**src/rtl/tmr_pkg.sv**
```systemverilog
package tmr_pkg;
  localparam int CTL_W = 5;
  localparam int SEL_W = 3;

  typedef struct packed {
    logic             stop;
    logic             up;
    logic [SEL_W-1:0] sel;
  } ctl_t;

  localparam ctl_t CTL_RESET = '{stop: 1'b1, up: 1'b0, sel: '0};
endpackage

```
**src/rtl/tmr_channel.sv**
```systemverilog
module tmr_channel
  import tmr_pkg::*;
#(
  parameter int CNT_W   = 16,
  parameter int N_MATCH = 6
) (
  input  logic                     clk,
  input  logic                     rst,
  input  logic                     we_cnt,
  input  logic                     we_div,
  input  logic                     we_ctl,
  input  logic [CNT_W-1:0]         wdata,
  input  logic [N_MATCH*CNT_W-1:0] match_flat,
  output logic [CNT_W-1:0]         cnt_o,
  output logic [CNT_W-1:0]         div_o,
  output ctl_t                     ctl_o,
  output logic [N_MATCH-1:0]       evt_o
);
  logic [CNT_W-1:0] cnt_q, div_q, phase_q, cnt_nxt, tgt;
  ctl_t             ctl_q;
  logic             run, has_tgt, at_tgt, tick, adv;

  always_comb begin
    run     = !ctl_q.stop;
    has_tgt = 1'b0;
    tgt     = '0;
    for (int m = 0; m < N_MATCH; m++) begin
      if (ctl_q.sel == SEL_W'(m + 1)) begin
        has_tgt = 1'b1;
        tgt     = match_flat[m*CNT_W +: CNT_W];
      end
    end
    at_tgt  = has_tgt && (cnt_q == tgt);
    tick    = run && (phase_q == div_q);
    adv     = tick && !at_tgt;
    cnt_nxt = ctl_q.up ? cnt_q + 1'b1 : cnt_q - 1'b1;
    for (int m = 0; m < N_MATCH; m++) begin
      evt_o[m] = adv && (ctl_q.sel == SEL_W'(m + 1)) && (cnt_nxt == tgt);
    end
  end

  always_ff @(posedge clk) begin
    if (rst) begin
      cnt_q   <= '0;
      div_q   <= '0;
      phase_q <= '0;
      ctl_q   <= CTL_RESET;
    end else begin
      if (run) phase_q <= tick ? '0 : phase_q + 1'b1;
      if (adv) cnt_q <= cnt_nxt;
      if (we_cnt) begin
        cnt_q   <= wdata;
        phase_q <= '0;
      end
      if (we_div) begin
        div_q   <= wdata;
        phase_q <= '0;
      end
      if (we_ctl) ctl_q <= ctl_t'(wdata[CTL_W-1:0]);
    end
  end

  assign cnt_o = cnt_q;
  assign div_o = div_q;
  assign ctl_o = ctl_q;

  // a halted channel keeps its count unless software loads it
  a_r3_halt_holds: assert property (@(posedge clk) disable iff (rst)
    (ctl_q.stop && !we_cnt) |=> $stable(cnt_q));
  // a channel sitting on its target does not move
  a_r6_target_holds: assert property (@(posedge clk) disable iff (rst)
    (at_tgt && !we_cnt) |=> $stable(cnt_q));
  // one channel flags at most one compare register per cycle
  a_r7_evt_onehot: assert property (@(posedge clk) disable iff (rst)
    $onehot0(evt_o));
  // the prescale phase never runs past the divider
  a_r5_phase_bound: assert property (@(posedge clk) disable iff (rst)
    1'b1 |=> (phase_q <= div_q));
endmodule

```
**src/rtl/tmr_irq_ctrl.sv**
```systemverilog
module tmr_irq_ctrl #(
  parameter int N_MATCH = 6
) (
  input  logic               clk,
  input  logic               rst,
  input  logic [N_MATCH-1:0] evt_i,
  input  logic               ack_we,
  input  logic               mask_we,
  input  logic [N_MATCH-1:0] wdata,
  output logic [N_MATCH-1:0] status_o,
  output logic [N_MATCH-1:0] mask_o,
  output logic               irq_o
);
  logic [N_MATCH-1:0] status_q, mask_q;
  logic               irq_q;

  always_ff @(posedge clk) begin
    if (rst) begin
      status_q <= '0;
      mask_q   <= '0;
      irq_q    <= 1'b0;
    end else begin
      status_q <= (ack_we ? (status_q & ~wdata) : status_q) | evt_i;
      if (mask_we) mask_q <= wdata;
      irq_q <= |(status_q & mask_q);
    end
  end

  assign status_o = status_q;
  assign mask_o   = mask_q;
  assign irq_o    = irq_q;

  // a match event always leaves its status bit set
  a_r7_evt_sets: assert property (@(posedge clk) disable iff (rst)
    (evt_i != '0) |=> ((status_q & $past(evt_i)) == $past(evt_i)));
  // without an acknowledge no status bit falls
  a_r8_sticky: assert property (@(posedge clk) disable iff (rst)
    !ack_we |=> ((status_q & $past(status_q)) == $past(status_q)));
  // nothing enabled and pending means no request next cycle
  a_r9_irq_quiet: assert property (@(posedge clk) disable iff (rst)
    ((status_q & mask_q) == '0) |=> !irq_o);
endmodule

```
**src/rtl/dual_match_timer.sv**
```systemverilog
module dual_match_timer
  import tmr_pkg::*;
#(
  parameter int CNT_W   = 16,
  parameter int N_CHAN  = 2,
  parameter int N_MATCH = 6,
  parameter int ADDR_W  = 4
) (
  input  logic              clk,
  input  logic              rst,
  input  logic              bus_we,
  input  logic              bus_irq_win,
  input  logic [ADDR_W-1:0] bus_addr,
  input  logic [CNT_W-1:0]  bus_wdata,
  output logic [CNT_W-1:0]  bus_rdata,
  output logic              irq
);
  localparam int REGS_PER_CH = 3;
  localparam int MATCH_BASE  = REGS_PER_CH * N_CHAN;

  logic [CNT_W-1:0]         match_q [N_MATCH];
  logic [N_MATCH*CNT_W-1:0] match_flat;
  logic [CNT_W-1:0]         ch_cnt [N_CHAN];
  logic [CNT_W-1:0]         ch_div [N_CHAN];
  ctl_t                     ch_ctl [N_CHAN];
  logic [N_MATCH-1:0]       ch_evt [N_CHAN];
  logic [N_MATCH-1:0]       evt_all, status, mask;
  logic [CNT_W-1:0]         rd_nxt, rd_q;
  logic                     tmr_we, ack_we, mask_we;

  assign tmr_we  = bus_we && !bus_irq_win;
  assign ack_we  = bus_we && bus_irq_win && (bus_addr == ADDR_W'(0));
  assign mask_we = bus_we && bus_irq_win && (bus_addr == ADDR_W'(1));

  always_ff @(posedge clk) begin
    if (rst) begin
      for (int m = 0; m < N_MATCH; m++) match_q[m] <= '0;
    end else if (tmr_we) begin
      for (int m = 0; m < N_MATCH; m++)
        if (bus_addr == ADDR_W'(MATCH_BASE + m)) match_q[m] <= bus_wdata;
    end
  end

  always_comb begin
    for (int m = 0; m < N_MATCH; m++) match_flat[m*CNT_W +: CNT_W] = match_q[m];
  end

  for (genvar c = 0; c < N_CHAN; c++) begin : g_ch
    tmr_channel #(.CNT_W(CNT_W), .N_MATCH(N_MATCH)) u_ch (
      .clk       (clk),
      .rst       (rst),
      .we_cnt    (tmr_we && (bus_addr == ADDR_W'(REGS_PER_CH*c))),
      .we_div    (tmr_we && (bus_addr == ADDR_W'(REGS_PER_CH*c + 1))),
      .we_ctl    (tmr_we && (bus_addr == ADDR_W'(REGS_PER_CH*c + 2))),
      .wdata     (bus_wdata),
      .match_flat(match_flat),
      .cnt_o     (ch_cnt[c]),
      .div_o     (ch_div[c]),
      .ctl_o     (ch_ctl[c]),
      .evt_o     (ch_evt[c])
    );
  end

  always_comb begin
    evt_all = '0;
    for (int c = 0; c < N_CHAN; c++) evt_all = evt_all | ch_evt[c];
  end

  tmr_irq_ctrl #(.N_MATCH(N_MATCH)) u_irq (
    .clk     (clk),
    .rst     (rst),
    .evt_i   (evt_all),
    .ack_we  (ack_we),
    .mask_we (mask_we),
    .wdata   (bus_wdata[N_MATCH-1:0]),
    .status_o(status),
    .mask_o  (mask),
    .irq_o   (irq)
  );

  always_comb begin
    rd_nxt = '0;
    if (bus_irq_win) begin
      if (bus_addr == ADDR_W'(0)) rd_nxt = {{(CNT_W-N_MATCH){1'b0}}, status};
      if (bus_addr == ADDR_W'(1)) rd_nxt = {{(CNT_W-N_MATCH){1'b0}}, mask};
    end else begin
      for (int c = 0; c < N_CHAN; c++) begin
        if (bus_addr == ADDR_W'(REGS_PER_CH*c))     rd_nxt = ch_cnt[c];
        if (bus_addr == ADDR_W'(REGS_PER_CH*c + 1)) rd_nxt = ch_div[c];
        if (bus_addr == ADDR_W'(REGS_PER_CH*c + 2))
          rd_nxt = {{(CNT_W-CTL_W){1'b0}}, ch_ctl[c]};
      end
      for (int m = 0; m < N_MATCH; m++)
        if (bus_addr == ADDR_W'(MATCH_BASE + m)) rd_nxt = match_q[m];
    end
  end

  always_ff @(posedge clk) begin
    if (rst) rd_q <= '0;
    else     rd_q <= rd_nxt;
  end

  assign bus_rdata = rd_q;

  // reset leaves the request line low
  a_r1_reset_quiet: assert property (@(posedge clk)
    rst |=> (!irq && bus_rdata == '0));
endmodule

```
**config.mk**
```make
export PLATFORM = sky130hd
export DESIGN_NAME = dual_match_timer
export DESIGN_NICKNAME = d
export VERILOG_FILES = /design/src/rtl/tmr_pkg.sv /design/src/rtl/tmr_channel.sv /design/src/rtl/tmr_irq_ctrl.sv /design/src/rtl/dual_match_timer.sv
export SDC_FILE = /design/constraint.sdc
export NUM_CORES = 1
export LEC_CHECK = 0
export ABC_CLOCK_PERIOD_IN_PS = 4600
export BUFFER_PORTS_ARGS = -buffer_cell sky130_fd_sc_hd__buf_2
export CAP_MARGIN = 10
export CORE_MARGIN = 8
export CORE_UTILIZATION = 55
export CTS_BUF_LIST = sky130_fd_sc_hd__clkbuf_4 sky130_fd_sc_hd__clkbuf_8 sky130_fd_sc_hd__clkbuf_16
export DETAILED_ROUTE_END_ITERATION = 8
export GPL_TIMING_DRIVEN = 1
export PLACE_DENSITY = 0.78
export RECOVER_POWER = 50
export SKIP_LAST_GASP = 1
export SYNTH_ARGS = -nofsm -noshare
export SYNTH_HDL_FRONTEND = slang
export SYNTH_SLANG_ARGS = --single-unit
export TNS_END_PERCENT = 10
```
**constraint.sdc**
```tcl
create_clock -name clk -period 4.6 [get_ports clk]
set_clock_uncertainty 0.05 [all_clocks]
set_input_delay 1.15 -clock clk [delete_from_list [all_inputs] [get_ports clk]]
set_output_delay 1.15 -clock clk [all_outputs]
set_load 0.05 [all_outputs]
```
* Yosys cells after proc, flatten, opt, wreduce, memory -nomap -nowiden
Memory sizes are Yosys's and may differ from the RTL's.
Cells that the tools add are included.
** Storage, ports and cells
- Flip-flop bits (word level) :: 135
- RAM bits :: 96
- Input bits :: 24
- Output and inout bits :: 17
- Logic and storage cells :: 194
- Memories :: 1
** Memories
- match_q :: depth 6, bits a word 16, rd ports 6, clocked after memory_dff 0, write ports 6, RTL line dual_match_timer.sv:21 : logic [CNT_W-1:0] match_q [N_MATCH];
** Cells by class
- $add $sub $neg :: 6
- Equality and inequality tests :: 29
- Mux-type cells :: 80
- Bitwise operators :: 11
- Reduce and logical (&&, ||, !) cells :: 51
** Operators by type and width (count)
- 2-to-1 mux 16 bit :: 40
- == test 16 bit :: 6
- adder 16 x 1 -> 16 bit (second input constant) :: 4
- logical AND 1 bit :: 40
- 2-to-1 mux 1 bit :: 38
- subtractor 16 x 1 -> 16 bit (second input constant) :: 2
- == test 3 bit (second input constant) :: 6
- == test 4 x 3 -> 1 bit (second input constant) :: 4
- == test 4 bit (second input constant) :: 4
- bitwise AND 6 bit :: 2
- == test 3 x 2 -> 1 bit (second input constant) :: 4
- 2-to-1 mux 6 bit :: 2
- OR 6 bit :: 2
- == test 4 x 2 -> 1 bit (second input constant) :: 2
- == test 3 x 1 -> 1 bit (second input constant) :: 2
- inverter 6 bit :: 1
- OR 1 bit :: 6
- OR reduction 3 bit :: 2
- OR reduction 6 bit :: 1
- zero test 1 bit :: 5
- == test 4 x 1 -> 1 bit (second input constant) :: 1
- zero test 4 bit :: 1
- nonzero test 2 bit :: 2

* Logic depth before layout (Yosys ltp)
- Depth in word-level cells :: 15
- Mapped depth :: 15
- Gate-level depth less buffers :: 11

* By module
Synthesis repeated with hierarchy kept, for this count alone.
** Second synthesis, totals
- Cell total of the unflattened synthesis :: 1846
- Area total of the unflattened synthesis :: 16301.9 um2
** By module, submodules not included
- tmr_channel :: times used 2, cells each 638, area each 4875.9 um2, sequential area each 1061.0 um2
- dual_match_timer :: times used 1, cells each 527, area each 6050.8 um2, sequential area each 3203.1 um2
- tmr_irq_ctrl :: times used 1, cells each 43, area each 499.2 um2, sequential area each 260.2 um2

* Least setup slack after synthesis
Ideal clock, no wire load.
- Path kind :: in2reg
- Start :: in bus_addr[2]
- End :: mem match_q[2][0], enable pin
- Setup time :: 367 ps
- Data arrival time :: 2873 ps
- Required time :: 4183 ps
- Path slack :: 1310 ps
- Cell stages on the path :: 6
- Path buffers :: 3
- Cells stage by stage :: clkbuf_1 -> nand2b_1 -> nor3_1 -> clkbuf_1 -> clkbuf_1 -> a21o_1
** RTL lines
- from (decl) :: RTL line dual_match_timer.sv:13 : input logic [ADDR_W-1:0] bus_addr,
- to (decl) :: RTL line dual_match_timer.sv:21

* Worst setup path after layout
- Start :: in bus_addr[1]
- End :: reg rd_q[6], in the netlist bus_rdata[6]
** Between the ends
- Cells in the longest elaborated chain, start to end :: 14
- Elaborated cells on any way between the ends :: 25
- Those cells by class :: eq/ne: 11; mux: 13; reduce/logical: 1
** RTL lines
- zero test 4 bit :: RTL line dual_match_timer.sv:88 : if (bus_addr == ADDR_W'(REGS_PER_CH*c)) rd_nxt = ch_cnt[c];
- 2-to-1 mux 16 bit :: RTL line dual_match_timer.sv:88
- 2-to-1 mux 16 bit :: RTL line dual_match_timer.sv:89 : if (bus_addr == ADDR_W'(REGS_PER_CH*c + 1)) rd_nxt = ch_div[c];
- 2-to-1 mux 16 bit :: RTL line dual_match_timer.sv:90 : if (bus_addr == ADDR_W'(REGS_PER_CH*c + 2))
- 2-to-1 mux 16 bit :: RTL line dual_match_timer.sv:88
- 2-to-1 mux 16 bit :: RTL line dual_match_timer.sv:89
- 2-to-1 mux 16 bit :: RTL line dual_match_timer.sv:90
- 2-to-1 mux 16 bit (5 in series) :: RTL line dual_match_timer.sv:94 : if (bus_addr == ADDR_W'(MATCH_BASE + m)) rd_nxt = match_q[m];
- 2-to-1 mux 16 bit (*) :: RTL line dual_match_timer.sv:94
- 2-to-1 mux 16 bit (*) :: RTL line dual_match_timer.sv:83 : if (bus_irq_win) begin
- to (signal assigned) :: RTL line dual_match_timer.sv:100 : else rd_q <= rd_nxt;
- to (decl) :: RTL line dual_match_timer.sv:28 : logic [CNT_W-1:0] rd_nxt, rd_q;
Every way passes the cells marked *; elsewhere a longest branch is shown, timed or not.
A chain may end at the register's enable or synchronous reset.

==> impl_results.md <==
* Clk root buf: clkbuf_16
* Sw Share at 28.33%
* Worst r2r dst: u_irq.status_o[3]
* DRT iter0 DRCs at 1964
* Worst Hold Depth at 2
* Status: finished with violations
* Main synth FF type: dfxtp_1
* Warnings from Yosys at 0
* First-pass DRT Iterations at 6
* Setup tns final at 0 ns
* Die X-Extent at 184.1 um
* Internal power at 3.620 mW
* Reg-to-reg startpoint: g_ch[1].u_ch.ctl_o[3]
* Clock tree from TritonCTS: yes
* GP Congestion at 1.071
* Failing checks: capacitance limit, slew limit
* Peak fanout along the critical path at 36
* Routed wire per std cell at 27.46 um
* Initial Util at 55.94%
* DRC viols at 0
* Core Box Area at 27780 um^2
* Share of layout cells above drive strength 1 at 9.701%
* Worst skew pair latency at 0.56 ns
* Period utilization at 95.86%
* Endpoint class of the critical path: flop
* Post-Syn Area at 15540 um^2
* HP Start: g_ch[0].u_ch.div_o[3]
* Placed instance count at 2103
* Largest net degree at the start of global routing at 77
* P_leak at 6.348 nW
* Psw at 1.431 mW
* Clock power share at 41.0%
* Comb power frac at 13.5%
* CTS Buf Count at 26
* Peak supply drop at 0.0003137 V
* CTS Buffer Depth at 3
* Synthesized Nets at 1834
* Crit path DAT at 4.78 ns
* I/O pins at 41
* Final Total Pwr at 5.052 mW
* Fin. Hold Viols at 0
* Worst Reg2Reg Path Length in Cells at 11
* Syn-to-layout area delta at 7.584%
* Number of distinct library cells after synthesis at 94
* Layout Nets at 1809
* Hold path endpoint: g_ch[0].u_ch.div_o[3]
* Final min period at 4.410 ns
* Via Count at 14910
* Total global routing overflow at 0
* Non-filler cells, final at 2151
* Top cells by area, synth: edfxtp_1 19%, dfxtp_1 17%, nand2_1 4.8%
* Startpoint types: input pin
* WS Path Type: in -> reg
* Most frequent cells in the layout: 200 x nand2_1, 145 x nor2_1, 132 x dfxtp_1
* H-tree levels at 1
* Slew @ Worst Pin at 1.988 ns
* Die area at 33890 um^2
* Ant. Diodes at 0
* F_max at 226.8 MHz
* Worst hold path class: reg -> reg
* Post-DP HPWL at 43290 um
* Critical Path RT at 4.97 ns
* # hold bufs at CTS at 0
* Slew headroom at -32.51%
* Via density per instance at 6.933
* Area leader, netlist: edfxtp_1
* Synth async-reset ratio at 0%
* Number of flops mapped to enable cells by yosys at 96
* Gr usage total at 33.72%
* Count of pins over their slew limit at 189
* Buffers added on ports at 40
* Cell Area, Placed at 15920 um^2
* Resize count post-CTS at 0
* RSZ-0062 raised after global routing: false
* Setup bufs post-CTS at 0
* Antenna Nets Post-Route at 0
* Vias in the first global route at 13640
* Sequential element share of the synthesized area at 35.94%
* Syn avg cell area at 8.740 um^2
* Commonest non-fill, non-tap cell in the layout: nand2_1
* Final Cell Area at 16720 um^2
* Sink Count at 231
* Clock transition at path regs at 0.06 ns
* First-pass GRT wire length at 87010 um
* Worst setup path startpoint: bus_addr[1]
* Total Routed Length at 59080 um
* Post-Synthesis Cells at 1778
* Initial antenna violation count at 1
* Pwr dens at 302.2 nW/um^2
* Total of max-cap violations at 4
* Sequential power share at 45.5%
* Yosys reg bits at 231
* Die H at 184.1 um
* Final setup vio count at 0
* Core Rows at 61
* Yosys top cell area share at 18.55%
* R2r setup slk at 0.62 ns
worst max path at each step:
stage	endpoint	slack, ns	depth (start not counted)
after floorplan	match_q[2][0]	1.31	6
after global placement	u_irq.status_o[3]	0.61	11
after detailed placement	u_irq.status_o[3]	0.67	11
after CTS	u_irq.status_o[3]	0.66	11
after global routing	match_q[1][6]	0.16	4
final	bus_rdata[6]	0.19	8
synthesized netlist by cell type, drive strengths merged, types with 14 or more instances:
| cell type | instances |
|---|---|
| a211oi | 22 |
| a21o | 19 |
| a21oi | 102 |
| a221oi | 17 |
| a22o | 18 |
| a22oi | 46 |
| a311oi | 21 |
| and3 | 112 |
| buf | 47 |
| clkbuf | 89 |
| dfxtp | 135 |
| edfxtp | 96 |
| ha | 30 |
| inv | 32 |
| mux2 | 27 |
| mux2i | 46 |
| nand2 | 200 |
| nand2b | 23 |
| nand3 | 27 |
| nand4 | 18 |
| nor2 | 147 |
| nor2b | 31 |
| nor3 | 40 |
| nor4 | 14 |
| o21ai | 61 |
| o22ai | 14 |
| xnor2 | 64 |
| xor2 | 58 |
power by group through the flow:
stage / Clock [mW] / Sequential [mW] / Combinational [mW]
2_1_floorplan: 0 / 2.30 / 0.453
3_3_place_gp: 0 / 2.34 / 0.652
3_5_place_dp: 0 / 2.34 / 0.660
4_1_cts: 2.08 / 2.29 / 0.664
5_1_grt: 2.17 / 2.30 / 0.722
6_report: 2.07 / 2.30 / 0.681
cell type report:
class / instances / area, um^2
fillers: 2476 / 11060
multi-input cells: 1379 / 9198
flip-flops and latches: 231 / 5589
clock buffers: 33 / 728.2
repair buffers: 83 / 481.7
well taps: 378 / 473.0
clock inverters: 15 / 128.9
inverters: 32 / 120.1
metrics by stage:
stage / util [%] / setup slack (ns) / hold slack (ns)
3_3_place_gp: 57.30 / 0.6138 / 0.4224
3_5_place_dp: 57.30 / 0.6749 / 0.4338
5_1_grt: 60.18 / 0.1634 / 0.4756
6_report: 60.18 / 0.1902 / 0.4443
4_1_cts: 60.38 / 0.6648 / 0.4425
2_1_floorplan: - / 1.310 / 0.4081
state kept, by name (all words and copies together), names as in the netlist:
register	count
g_ch.u_ch.div_o	32
g_ch.u_ch.phase_q	32
bus_rdata	16
match_q	96
u_irq.status_o	6
u_irq.irq_o	1
g_ch.u_ch.cnt_o	32
g_ch.u_ch.ctl_o	10
u_irq.mask_o	6
worst max-delay path: stages:
cell,delay [ns]
clkbuf_1,1.39
nand2_1,0.41
nor2_1,0.54
clkbuf_1,0.57
a21oi_1,0.09
nand3_1,0.19
a21oi_1,0.09
a211oi_1,0.32
layer usage:
layer / global-route usage, % / share of wire [%] / vias to the layer above
li1: - / - / 6552
met1: 43.14 / 38 / 7062
met2: 51.72 / 43 / 1049
met3: 7.659 / 12 / 247
met4: 19.72 / 7.0 / 2
met5: 0 / 0.022 / -
cell families (layout without fill, tap and decap cells):
logic type / after synthesis / after routing / synth area share, %
mux: 77 / 77 / 5.523
simple gates: 690 / 690 / 22.50
fa+ha+maj: 32 / 32 / 2.673
buf+inv: 168 / 163 / 4.952
xor+xnor: 127 / 127 / 7.601
compound gates: 453 / 453 / 20.81
flops: 231 / 231 / 35.94
No activity file was read; power rests on OpenSTA's default activity.
